--- src/rtl/slot_trk_pkg.sv ---
package slot_trk_pkg;
    typedef enum logic [2:0] {
        ST_IDLE    = 3'd0,
        ST_SCAN    = 3'd1,
        ST_ISSUE   = 3'd2,
        ST_NQ_BUSY = 3'd3,
        ST_HALT    = 3'd4
    } trk_state_e;
endpackage

--- src/rtl/slot_trk_pick.sv ---
module slot_trk_pick #(
    parameter int NUM_SLOTS = 32,
    localparam int SLOT_W = $clog2(NUM_SLOTS)
) (
    input  logic [NUM_SLOTS-1:0] pend,
    output logic                 found,
    output logic [SLOT_W-1:0]    idx
);
    logic [NUM_SLOTS:0]   seen;
    logic [NUM_SLOTS-1:0] first;

    assign seen[0] = 1'b0;

    for (genvar i = 0; i < NUM_SLOTS; i++) begin : g_pick
        assign seen[i+1] = seen[i] | pend[i];
        assign first[i]  = pend[i] & ~seen[i];
    end

    assign found = seen[NUM_SLOTS];

    always_comb begin
        idx = '0;
        for (int i = 0; i < NUM_SLOTS; i++) begin
            if (first[i]) begin
                idx = idx | SLOT_W'(i);
            end
        end
    end
endmodule

--- src/rtl/slot_trk_bits.sv ---
module slot_trk_bits #(
    parameter int NUM_SLOTS = 32
) (
    input  logic                 clk,
    input  logic                 rst_n,
    input  logic                 flush,
    input  logic                 set_vld,
    input  logic [NUM_SLOTS-1:0] set_bits,
    input  logic [NUM_SLOTS-1:0] clr_mask,
    output logic [NUM_SLOTS-1:0] q
);
    logic [NUM_SLOTS-1:0] set_eff;

    assign set_eff = set_vld ? set_bits : '0;

    always_ff @(posedge clk or negedge rst_n) begin
        if (!rst_n) begin
            q <= '0;
        end else if (flush) begin
            q <= '0;
        end else begin
            q <= (q & ~clr_mask) | set_eff;
        end
    end
endmodule

--- src/rtl/slot_trk_fsm.sv ---
module slot_trk_fsm
    import slot_trk_pkg::*;
#(
    parameter int NUM_SLOTS = 32,
    localparam int SLOT_W = $clog2(NUM_SLOTS),
    localparam int TAG_W  = SLOT_W + 1
) (
    input  logic                 clk,
    input  logic                 rst_n,
    input  logic                 st_q,
    input  logic                 flush,
    input  logic                 pick_found,
    input  logic [SLOT_W-1:0]    pick_idx,
    input  logic                 tf_err,
    input  logic                 tf_bsy,
    input  logic                 tf_drq,
    input  logic                 eng_ack,
    input  logic                 eng_queued,
    input  logic                 nq_done,
    input  logic                 q_done,
    input  logic [SLOT_W-1:0]    q_done_slot,
    output trk_state_e           state_o,
    output logic                 disp_vld,
    output logic [SLOT_W-1:0]    disp_slot,
    output logic [TAG_W-1:0]     nq_tag,
    output logic [NUM_SLOTS-1:0] ci_clr,
    output logic [NUM_SLOTS-1:0] sa_clr
);
    localparam logic [TAG_W-1:0] NQ_NONE = '1;

    trk_state_e          state_q, state_d;
    logic [SLOT_W-1:0]   slot_q, slot_d;
    logic [TAG_W-1:0]    tag_q, tag_d;
    logic                clean;

    assign clean = !tf_err && !tf_bsy && !tf_drq;

    // next state
    always_comb begin
        state_d = state_q;
        slot_d  = slot_q;
        unique case (state_q)
            ST_IDLE: begin
                if (st_q) state_d = ST_SCAN;
            end
            ST_SCAN: begin
                if (!st_q) begin
                    state_d = ST_IDLE;
                end else if (pick_found && !tf_bsy && !tf_drq) begin
                    state_d = ST_ISSUE;
                    slot_d  = pick_idx;
                end
            end
            ST_ISSUE: begin
                if (eng_ack) begin
                    if (eng_queued) state_d = tf_err ? ST_HALT : ST_SCAN;
                    else            state_d = ST_NQ_BUSY;
                end
            end
            ST_NQ_BUSY: begin
                if (nq_done) state_d = tf_err ? ST_HALT : ST_SCAN;
            end
            ST_HALT: begin
                state_d = ST_HALT;
            end
            default: state_d = ST_IDLE;
        endcase
        if (q_done && tf_err && state_q != ST_IDLE) state_d = ST_HALT;
        if (flush) state_d = ST_IDLE;
    end

    always_comb begin
        if (state_d == ST_NQ_BUSY) begin
            tag_d = (state_q == ST_NQ_BUSY) ? tag_q : {1'b0, slot_q};
        end else begin
            tag_d = NQ_NONE;
        end
    end

    // state register
    always_ff @(posedge clk or negedge rst_n) begin
        if (!rst_n) begin
            state_q <= ST_IDLE;
            slot_q  <= '0;
            tag_q   <= NQ_NONE;
        end else begin
            state_q <= state_d;
            slot_q  <= slot_d;
            tag_q   <= tag_d;
        end
    end

    // outputs
    always_comb begin
        disp_vld  = (state_q == ST_ISSUE);
        disp_slot = slot_q;
        nq_tag    = tag_q;
        state_o   = state_q;
        ci_clr    = '0;
        sa_clr    = '0;
        if (state_q == ST_ISSUE && eng_ack && eng_queued && clean) begin
            ci_clr = NUM_SLOTS'(1) << slot_q;
        end
        if (state_q == ST_NQ_BUSY && nq_done && clean) begin
            ci_clr = NUM_SLOTS'(1) << tag_q[SLOT_W-1:0];
        end
        if (q_done && !tf_err) begin
            sa_clr = NUM_SLOTS'(1) << q_done_slot;
        end
    end
endmodule

--- src/rtl/slot_trk.sv ---
module slot_trk
    import slot_trk_pkg::*;
#(
    parameter int NUM_SLOTS = 32,
    localparam int SLOT_W = $clog2(NUM_SLOTS),
    localparam int TAG_W  = SLOT_W + 1
) (
    input  logic                 clk,
    input  logic                 rst_n,
    input  logic                 start_wr,
    input  logic                 start_val,
    input  logic                 ci_set_vld,
    input  logic [NUM_SLOTS-1:0] ci_set_bits,
    input  logic                 sa_set_vld,
    input  logic [NUM_SLOTS-1:0] sa_set_bits,
    input  logic                 tf_err,
    input  logic                 tf_bsy,
    input  logic                 tf_drq,
    input  logic                 eng_ack,
    input  logic                 eng_queued,
    input  logic                 nq_done,
    input  logic                 q_done,
    input  logic [SLOT_W-1:0]    q_done_slot,
    output logic                 disp_vld,
    output logic [SLOT_W-1:0]    disp_slot,
    output logic [NUM_SLOTS-1:0] ci_o,
    output logic [NUM_SLOTS-1:0] sact_o,
    output logic                 start_o,
    output logic                 running_o,
    output logic [TAG_W-1:0]     nq_tag_o
);
    logic                 st_q;
    logic                 run_q;
    logic                 flush_evt;
    logic                 pick_found;
    logic [SLOT_W-1:0]    pick_idx;
    logic [NUM_SLOTS-1:0] ci_clr;
    logic [NUM_SLOTS-1:0] sa_clr;
    trk_state_e           run_state;

    assign flush_evt = start_wr && !start_val && st_q;

    always_ff @(posedge clk or negedge rst_n) begin
        if (!rst_n) begin
            st_q  <= 1'b0;
            run_q <= 1'b0;
        end else begin
            run_q <= st_q;
            if (start_wr) st_q <= start_val;
        end
    end

    slot_trk_bits #(.NUM_SLOTS(NUM_SLOTS)) u_ci (
        .clk(clk), .rst_n(rst_n), .flush(flush_evt),
        .set_vld(ci_set_vld), .set_bits(ci_set_bits),
        .clr_mask(ci_clr), .q(ci_o)
    );

    slot_trk_bits #(.NUM_SLOTS(NUM_SLOTS)) u_sa (
        .clk(clk), .rst_n(rst_n), .flush(flush_evt),
        .set_vld(sa_set_vld), .set_bits(sa_set_bits),
        .clr_mask(sa_clr), .q(sact_o)
    );

    slot_trk_pick #(.NUM_SLOTS(NUM_SLOTS)) u_pick (
        .pend(ci_o), .found(pick_found), .idx(pick_idx)
    );

    slot_trk_fsm #(.NUM_SLOTS(NUM_SLOTS)) u_fsm (
        .clk(clk), .rst_n(rst_n), .st_q(st_q), .flush(flush_evt),
        .pick_found(pick_found), .pick_idx(pick_idx),
        .tf_err(tf_err), .tf_bsy(tf_bsy), .tf_drq(tf_drq),
        .eng_ack(eng_ack), .eng_queued(eng_queued),
        .nq_done(nq_done), .q_done(q_done), .q_done_slot(q_done_slot),
        .state_o(run_state), .disp_vld(disp_vld), .disp_slot(disp_slot),
        .nq_tag(nq_tag_o), .ci_clr(ci_clr), .sa_clr(sa_clr)
    );

    assign start_o   = st_q;
    assign running_o = run_q;
endmodule

--- config.mk ---
export PLATFORM = sky130hd
export DESIGN_NAME = slot_trk
export DESIGN_NICKNAME = d
export VERILOG_FILES = /design/src/rtl/slot_trk_pkg.sv /design/src/rtl/slot_trk_pick.sv /design/src/rtl/slot_trk_bits.sv /design/src/rtl/slot_trk_fsm.sv /design/src/rtl/slot_trk.sv
export SDC_FILE = /design/constraint.sdc
export NUM_CORES = 1
export LEC_CHECK = 0
export ABC_AREA = 1
export BUFFER_PORTS_ARGS = -buffer_cell sky130_fd_sc_hd__buf_4
export CAP_MARGIN = 40
export CORE_MARGIN = 2
export CORE_UTILIZATION = 52
export CTS_CLUSTER_SIZE = 25
export DETAILED_ROUTE_END_ITERATION = 8
export MAX_ROUTING_LAYER = met4
export PLACE_DENSITY = 0.81
export SYNTH_ARGS = -nofsm -noshare
export SYNTH_HDL_FRONTEND = slang
export SYNTH_HIERARCHICAL = 1
export SYNTH_SLANG_ARGS = --single-unit
--- constraint.sdc ---
create_clock -name clk -period 2.4 [get_ports clk]
set_input_delay 0.12 -clock clk [delete_from_list [all_inputs] [get_ports clk]]
set_output_delay 0.12 -clock clk [all_outputs]
set_load 0.005 [all_outputs]
== Yosys cells after proc, flatten, opt, wreduce, memory -nomap -nowiden ==
Index checks and enable logic that the tools add are counted.
Storage, ports and cells
  flip-flop bits (word level): 80
  output and inout bits: 78
  logic and storage cells: 201
Cells by class
  equal/unequal tests: 8
  shifts and indexed selects: 3
  mux-type cells: 63
  bitwise operators: 99
  reductions and logical operators: 21
Operator list (count)
  32-bit 2-to-1 mux: 7
  5-bit 2-to-1 mux: 21
  1-bit by 5-bit left shift with 32-bit output, first input constant: 3
  32-bit AND: 2
  32-bit inverter: 2
  32-bit OR: 2
  3-bit 2-to-1 mux: 21
  4-bit 2-to-1 mux: 8
  1-bit AND: 31
  1-bit inverter: 31
  1-bit OR: 31
  3-bit case mux with 5 select lines: 1
  1-bit logical AND: 14
  6-bit 2-to-1 mux: 2
  3-bit by 2-bit == test with 1-bit output, second input constant: 3
  1-bit zero test: 4
  2-bit 2-to-1 mux: 2
  2-bit != test, second input constant: 2
  3-bit by 1-bit == test with 1-bit output, second input constant: 1
  3-bit == test, second input constant: 1
  3-bit zero test: 1
  3-bit AND reduction: 1
  3-bit nonzero test: 1
  2-bit by 1-bit != test with 1-bit output, second input constant: 1
  1-bit 2-to-1 mux: 1

== Depth between registers and ports, before layout ==
Gate-level depths: netlist of run 1.
  word-level depth: 43
  gate-level depth with buffers: 17

== Hierarchy ==
Netlist of run 1, hierarchy kept.
By module, submodules not included
  slot_trk_bits: instances 2, cells an instance 166, area an instance 1482.7 um^2, seq. area each 800.8 um^2
  slot_trk_fsm: instances 1, cells an instance 290, area an instance 1651.6 um^2, seq. area each 357.8 um^2
  slot_trk_pick: instances 1, cells an instance 106, area an instance 568.0 um^2, seq. area each 0.0 um^2
  slot_trk: instances 1, cells an instance 10, area an instance 80.1 um^2, seq. area each 50.0 um^2

== Worst setup path before layout of run 1 ==
OpenSTA, ideal clock, no wires.
  path type: flip-flop to flip-flop
  start: reg u_ci.q[3]
  end: reg u_fsm.slot_q[2], in the netlist u_fsm/disp_slot[2]
  setup time: 0.128 ns
  arrival: 2.074 ns
  required time: 2.272 ns
  slack: 0.198 ns
  cell stages (with the launch flop): 17
  buffers on the path: 0
  clock period less this slack: 2.202 ns
  cell sequence: dfrtp_1 > nor2_2 > nand2_2 > nor2_4 > nand4_4 > nor2_4 > nand4_2 > nor2_4 > nand3_2 > nor2_4 > nand3b_1 > nand3_1 > inv_1 > nand3_1 > clkinv_1 > nand2_1 > o21ai_0
RTL lines
  from (decl): RTL line slot_trk_bits.sv:10  | output logic [NUM_SLOTS-1:0] q
  from (signal assigned): RTL line slot_trk_bits.sv:22  | q <= (q & ~clr_mask) | set_eff;
  1-bit OR (29 in a row): RTL line slot_trk_pick.sv:15  | assign seen[i+1] = seen[i] | pend[i];
  via pick_found: RTL line slot_trk.sv:35  | logic pick_found;
  1-bit logical AND (2 in a row): RTL line slot_trk_fsm.sv:49  | end else if (pick_found && !tf_bsy && !tf_drq) begin
  2-bit by 1-bit != test with 1-bit output (no source line)
  3-bit AND reduction (no source line)
  to (signal assigned): RTL line slot_trk_fsm.sv:88  | slot_q <= slot_d;
  to (decl): RTL line slot_trk_fsm.sv:32  | logic [SLOT_W-1:0] slot_q, slot_d;
The timed path passes the listed nets, and every way through them passes these cells. The select of a mux whose other input is x is not followed.
A chain may end at the register's enable or synchronous reset.

== Final worst setup path of run 1 ==
  start: reg u_ci.q[9]
  end: reg u_fsm.state_q[0], in the netlist u_fsm/state_o[0]
Between the ends
  longest elaborated chain between the ends: 33
Ends and longest elaborated chain
  1-bit OR (23 in a row): RTL line slot_trk_pick.sv:15
  via pick_found: RTL line slot_trk.sv:35
  1-bit logical AND (2 in a row): RTL line slot_trk_fsm.sv:49
  3-bit 2-to-1 mux: RTL line slot_trk_fsm.sv:49
  3-bit 2-to-1 mux: RTL line slot_trk_fsm.sv:47  | if (!st_q) begin
  3-bit 2-to-1 mux: RTL line slot_trk_fsm.sv:42  | unique case (state_q)
  3-bit 2-to-1 mux: RTL line slot_trk_fsm.sv:47
  3-bit 2-to-1 mux: RTL line slot_trk_fsm.sv:42
  3-bit case mux with 5 select lines: RTL line slot_trk_fsm.sv:42
  3-bit 2-to-1 mux: RTL line slot_trk_fsm.sv:68  | if (q_done && tf_err && state_q != ST_IDLE) state_d = ST_HALT;
  3-bit 2-to-1 mux: RTL line slot_trk_fsm.sv:69  | if (flush) state_d = ST_IDLE;
  via u_fsm.state_d[0]: RTL line slot_trk_fsm.sv:31  | trk_state_e state_q, state_d;
  to (signal assigned): RTL line slot_trk_fsm.sv:87  | state_q <= state_d;
  to (decl): RTL line slot_trk_fsm.sv:31
The timed path passes the listed nets, and every way through them passes these cells. The select of a mux whose other input is x is not followed.

==> results of run 1 <==
## worst max-delay path by stage
stage,start,end,slack [ps],depth (start not counted)
2_1_floorplan,u_ci/q[3],u_fsm/disp_slot[2],200,16
3_3_place_gp,u_ci/q[6],u_fsm/disp_slot[2],-20,16
3_5_place_dp,u_ci/q[6],u_fsm/disp_slot[4],-150,16
4_1_cts,u_ci/q[6],u_fsm/disp_slot[4],10,16
5_1_grt,u_ci/q[7],u_fsm/nq_tag[1],0.4,16
6_report,u_ci/q[9],u_fsm/state_o[0],110,17
## flip-flops by register name, summed over array words and instances, names as in the netlist
name,count
u_ci/q,32
u_fsm/disp_slot,5
start_o,1
u_fsm/state_o,3
running_o,1
u_fsm/nq_tag,6
u_sa/q,32
## layout make-up
cell class | instances | area, um2
clock inverters | 6 | 90.1
flip-flops and latches | 80 | 2010
well taps | 133 | 166
repair buffers | 195 | 1520
inverters | 115 | 434
fillers | 800 | 2760
multi-input cells | 516 | 2700
clock buffers | 10 | 138
## power by group
group,switching [mW],total [mW],internal (mW)
logic,0.774,1.43,0.653
clock network,0.535,1.16,0.620
registers,0.246,1.81,1.57
total,1.56,4.39,2.84
## routing by layer
metal | wire (um) | GRT usage
met1 | 6930 | 0.397
met2 | 8030 | 0.501
met4 | 252 | 0.0962
met5 | 0 | -
met3 | 1010 | 0.0393
## repair_timing
item                       in CTS  in global routing
hold buffers                   16                  0
setup buffers                   1                  4
cloned                          0                  0
hold endpoints to repair       40                  0
pin swaps                       1                  7
gates resized for setup         4                  7
setup endpoints to repair       8                 13
## worst max-delay path, stage by stage (launching register included)
cell      delay (ps)
dfrtp_1          400
nor2_2           140
nand2_2           80
nor2_4           140
nand4_4          140
nor2_4           140
nand4_2          100
nor2_4           110
nand3_2           90
nor2_4           150
nand3b_1         160
nand3_2          100
nand2_1           60
nand2_1           70
nand2_1           50
nand2_2          140
nand2_1           60
nor2_1            90
## metrics by stage
step                power [mW]  worst slack [ps]  hold slack [ps]
finish                    4.39               108             13.7
global placement          3.16             -22.7              326
CTS                       4.37              14.1            0.494
global route              4.63             0.398             3.70
floorplan                 2.48               198             -176
detailed placement        3.19              -153             99.9
## cells by family after synthesis
logic type             synth area share
AOI/OAI and AO/OA                 0.154
buffers and inverters             0.115
DFF                               0.382
and+or+nand+nor                   0.349
## placed cells by master (no fill, tap or decap), types with 22 or more instances in the layout
cell       n
buf_4    178
o21ai_1   22
nand2_1  203
nor2_1    70
a21oi_2   60
o21ai_0   23
dfrtp_1   74
nand4_1   42
inv_1    109
nand3_1   33
==> impl_metrics.tcl, run 1 <==
set metrics [dict create \
    hold_path_depth 3 \
    clock_skew_ps 17.1 \
    async_flop_share 1.00 \
    reg2reg_from "u_ci/q[9]" \
    drv_slew 0 \
    diodes 0 \
    initial_utilization 0.536 \
    reg2regPathDepth 17 \
    holdCritStartpoint "ci_set_bits[25]" \
    fp.coreArea_mm2 0.00982 \
    ys_warn_count 6 \
    status "completed" \
    vias 5611 \
    period_minus_slack_ps 2290 \
    antenna_found_initial 0 \
    synth.distinct_cells 33 \
    clock-root-buffer "clkbuf_8" \
    rsz0062_at_grt "false" \
    synth_nets 820 \
    dp_hpwl_um 12300 \
    clock_latency_ps 370 \
    ys_dominant_reg_cell "dfrtp_1" \
    gr-usage-all-layers 0.306 \
    grt_pass1_vias 5429 \
    grt_max_degree 48 \
    drt_wl_total_um 16200 \
    drive_gt1_frac 0.323 \
    io_pins 160 \
    synth_seq_area_share 0.382 \
    design_area_mm2 0.00706 \
    portBuffers 159 \
    crit_path_end_kind "flip-flop" \
    cp_max_fo 7 \
    fmax_mhz 436 \
    worst_setup_path_start_kind "flip-flop" \
    synth-seq-cells 80 \
    arrival_ps 2590 \
    synth.most_common_cell "nand2_1" \
    overflow 0 \
    cts_tree "done" \
    dr.pass1.iters 6 \
    globalplace.congestion 0.988 \
    finalSetupTns_ps 0 \
    final_cells 1055 \
    hold_class "in -> reg" \
    max_slew.worst_pin.slew_ps 654 \
    synthTopCellsByCount "205 x nand2_1, 109 x inv_1, 74 x dfrtp_1" \
    clk_pin_slew_ps 90 \
    yosys-top-cells-area "dfrtp_1 35%, nand2_1 15%, a21oi_2 10%, inv_1 7.8%, nor2_1 5.1%" \
    peakVddDrop_v 0.000345 \
    ant_nets 0 \
    relSlewSlack 0.561 \
    reg2reg_to "u_fsm/state_o[0]" \
    synth-edff-count 0 \
    yosysTopAreaCell "dfrtp_1" \
    yosysTopAreaCellShare 0.352 \
    syn_avg_cell_area_um2 7.13 \
    dpl-instance-area_mm2 0.00659 \
    p_leak_nw 3.32 \
    via_per_inst 5.32 \
    cts_buffers 9 \
    crit_required_ps 2690 \
    dieArea_mm2 0.0109 \
    drc 0 \
    area_delta_synth_final_pct 34.1 \
    drv_cap 0 \
    final-setup-viol-count 0 \
    criticalPathCategory "reg -> reg" \
    clock-sinks 80 \
    wl_per_cell_um 15.4 \
    die_h_um 105 \
    h-tree-depth 3 \
    clock_path_buffers 2 \
    synthCells 738 \
    hold_viol_final 0 \
    num_rows 36 \
    p_per_area_mw_per_mm2 623 \
    drt_iter0_markers 401 \
    r2r_setup_slack_ps 110 \
    final_util 0.719 \
    place_inst 1018 \
    syn-cell-area_mm2 0.00527 \
    hold_end "u_ci/q[25]" \
    grt_pass1_wl_um 26400 \
    fin_crit_sh 0.955 \
    die_w_um 105 \
    fin_nets 999 \
]
(Power assumes the default switching activity.)
==> inputs of run 2 (changes only) <==
- CORE_UTILIZATION: 52 -> 54
- CTS_BUF_LIST: default -> sky130_fd_sc_hd__clkbuf_4
- PLACE_DENSITY: 0.81 -> 0.83
==> run 2 against run 1 <==
Compared with the run above: setup slack worse by 90 ps; final cell count is 4.7% higher; clock skew is 3.3 ps lower; register-to-register slack worse by 90 ps; sequential share of layout area is 1.8 points lower; critical path type unchanged.
==> impl_metrics.tcl, run 2 (same netlist as run 1, synthesis figures left out) <==
set metrics [dict create \
    status "completed" \
    hold_viol_final 0 \
    antenna_found_initial 0 \
    drv_slew 0 \
    p_leak_nw 3.52 \
    die_h_um 103 \
    clock_skew_ps 13.8 \
    fin_hold_ws_ps 54.7 \
    drt_iter0_markers 340 \
    layout.cells.most_common "nand2_1" \
    fin_crit_sh 0.992 \
    wl_per_cell_um 16.5 \
    reg2regPathDepth 16 \
    worst_setup_path_start_kind "flip-flop" \
    portBuffers 159 \
    crit_required_ps 2760 \
    vias 6055 \
    drt_wl_total_um 18200 \
    peakVddDrop_v 0.000327 \
    ant_nets 0 \
    rsz0062_at_grt "true" \
    clk_pin_slew_ps 140 \
    reg2reg_from "u_ci/q[6]" \
    p_int_mw 2.81 \
    fillCellCount 670 \
    cts_tree "done" \
    multiInputGateArea_mm2 0.00271 \
    grt_pass1_wl_um 28100 \
    num_rows 36 \
    drc 0 \
    fmax_mhz 420 \
    cp_max_fo 7 \
    drive_gt1_frac 0.305 \
    grt_pass1_vias 5839 \
    clock_latency_ps 450 \
    most-common-layout-cells "203 x nand2_1, 176 x buf_4, 109 x inv_1" \
    p_sw_mw 1.57 \
    io_pins 160 \
    clock-root-buffer "clkbuf_4" \
    gr-usage-all-layers 0.354 \
    swShare 0.358 \
    hold_class "in -> reg" \
    p_seq_frac 0.417 \
    die_w_um 103 \
    reg2reg_to "u_fsm/nq_tag[2]" \
    overflow 0 \
    clkPwrFrac 0.240 \
    max_slew.worst_pin.slew_ps 679 \
    via_per_inst 5.48 \
    h-tree-depth 3 \
    criticalPathCategory "reg -> reg" \
    area_delta_synth_final_pct 43.2 \
    dieArea_mm2 0.0106 \
    p_comb_frac 0.343 \
    grt_max_degree 42 \
    clock_path_buffers 2 \
    fin_nets 1050 \
    crit_path_end_kind "flip-flop" \
    final-setup-viol-count 0 \
    dp_hpwl_um 12200 \
    diodes 0 \
    arrival_ps 2740 \
    drv_cap 0 \
    p_per_area_mw_per_mm2 580 \
    globalplace.congestion 0.985 \
    initial_utilization 0.546 \
    crit_path_start "u_ci/q[6]" \
    relSlewSlack 0.544 \
    critPathCapture "u_fsm/nq_tag[2]" \
    seq_area_mm2 0.00201 \
    total_power_mw 4.38 \
    clock-sinks 80 \
    cts_buffers 9 \
    r2r_setup_slack_ps 20 \
    period_minus_slack_ps 2380 \
    dr.pass1.iters 5 \
    fp.coreArea_mm2 0.00964 \
]
[run 2: cell count changes in the layout (fill, tap and decap cells not counted), moves of 2 or more]
cell / previous run / this run
dlygate4sd3_1: 16 / 68
clkbuf_4: 0 / 11
clkbuf_8: 10 / 0
buf_12: 0 / 2
buf_4: 178 / 176
inv_6: 2 / 0
[run 2: power groups by stage]
stage	Clock, mW	Combinational [mW]	Sequential [mW]
after floorplan	0	0.670	1.81
after global placement	0	1.31	1.82
after detailed placement	0	1.35	1.83
after CTS	1.05	1.44	1.81
after global routing	1.11	1.63	1.85
final	1.05	1.50	1.82
[run 2: worst min path at each step]
stage               startpoint                to  slack [ps]  depth (start not counted)
finish                  q_done  u_fsm/state_o[0]          50                          4
global route        ci_set_vld        u_ci/q[18]          80                          3
CTS                     q_done  u_fsm/state_o[1]          40                          4
detailed placement       rst_n         u_ci/q[6]         110                          1
global placement         rst_n         u_ci/q[6]         330                          1
floorplan                rst_n         running_o        -180                          0
[run 2: final cells by class]
class,count,area share
clock buffers,11,0.0110
inverters,115,0.0576
clock inverters,4,0.0124
multi-input cells,516,0.360
repair buffers,246,0.271
well taps,133,0.0221
flip-flops and latches,80,0.266
[run 2: layer usage]
| metal | wire (um) | global-route usage | vias to the layer above |
|---|---|---|---|
| met5 | 0 | - | - |
| met4 | 792 | 0.172 | 0 |
| met3 | 1250 | 0.0590 | 63 |
| met2 | 9370 | 0.609 | 320 |
| met1 | 6820 | 0.401 | 2850 |
| li1 | - | - | 2822 |
[run 2: what timing repair did]
action / 4_1_cts / 5_1_grt
resized for setup: 2 / 13
hold endpoints to repair: 98 / 0
buffers inserted: 0 / 6
hold buffers: 68 / 0
pin swaps: 0 / 6
setup endpoints to repair: 7 / 13
[run 2: stage by stage]
step | TNS [ps] | utilization | instance area [um2] | instances | setup WS [ps]
floorplan | 0 | - | 5270 | 738 | 198
global placement | 0 | 0.681 | 6560 | 1015 | 37.5
detailed placement | -190 | 0.683 | 6580 | 1016 | -49.8
CTS | 0 | 0.772 | 7440 | 1099 | 19.5
global route | -985 | 0.782 | 7540 | 1105 | -135
finish | 0 | 0.782 | 7540 | 1105 | 18.0
[run 2: worst max-delay path, stage by stage (launching register included)]
cell and delay, ps:
dfrtp_1 430, nor2_4 140, nand2_2 90, nor2_4 220, nand4_4 140, nor2_4 160, nand4_4 100, nor2_4 110
nand3_2 90, nor2_4 130, nand3b_1 120, nand3_2 110, nand2_1 60, nand2_1 80, nand2_1 60, nand2_2 140
nand4_1 120
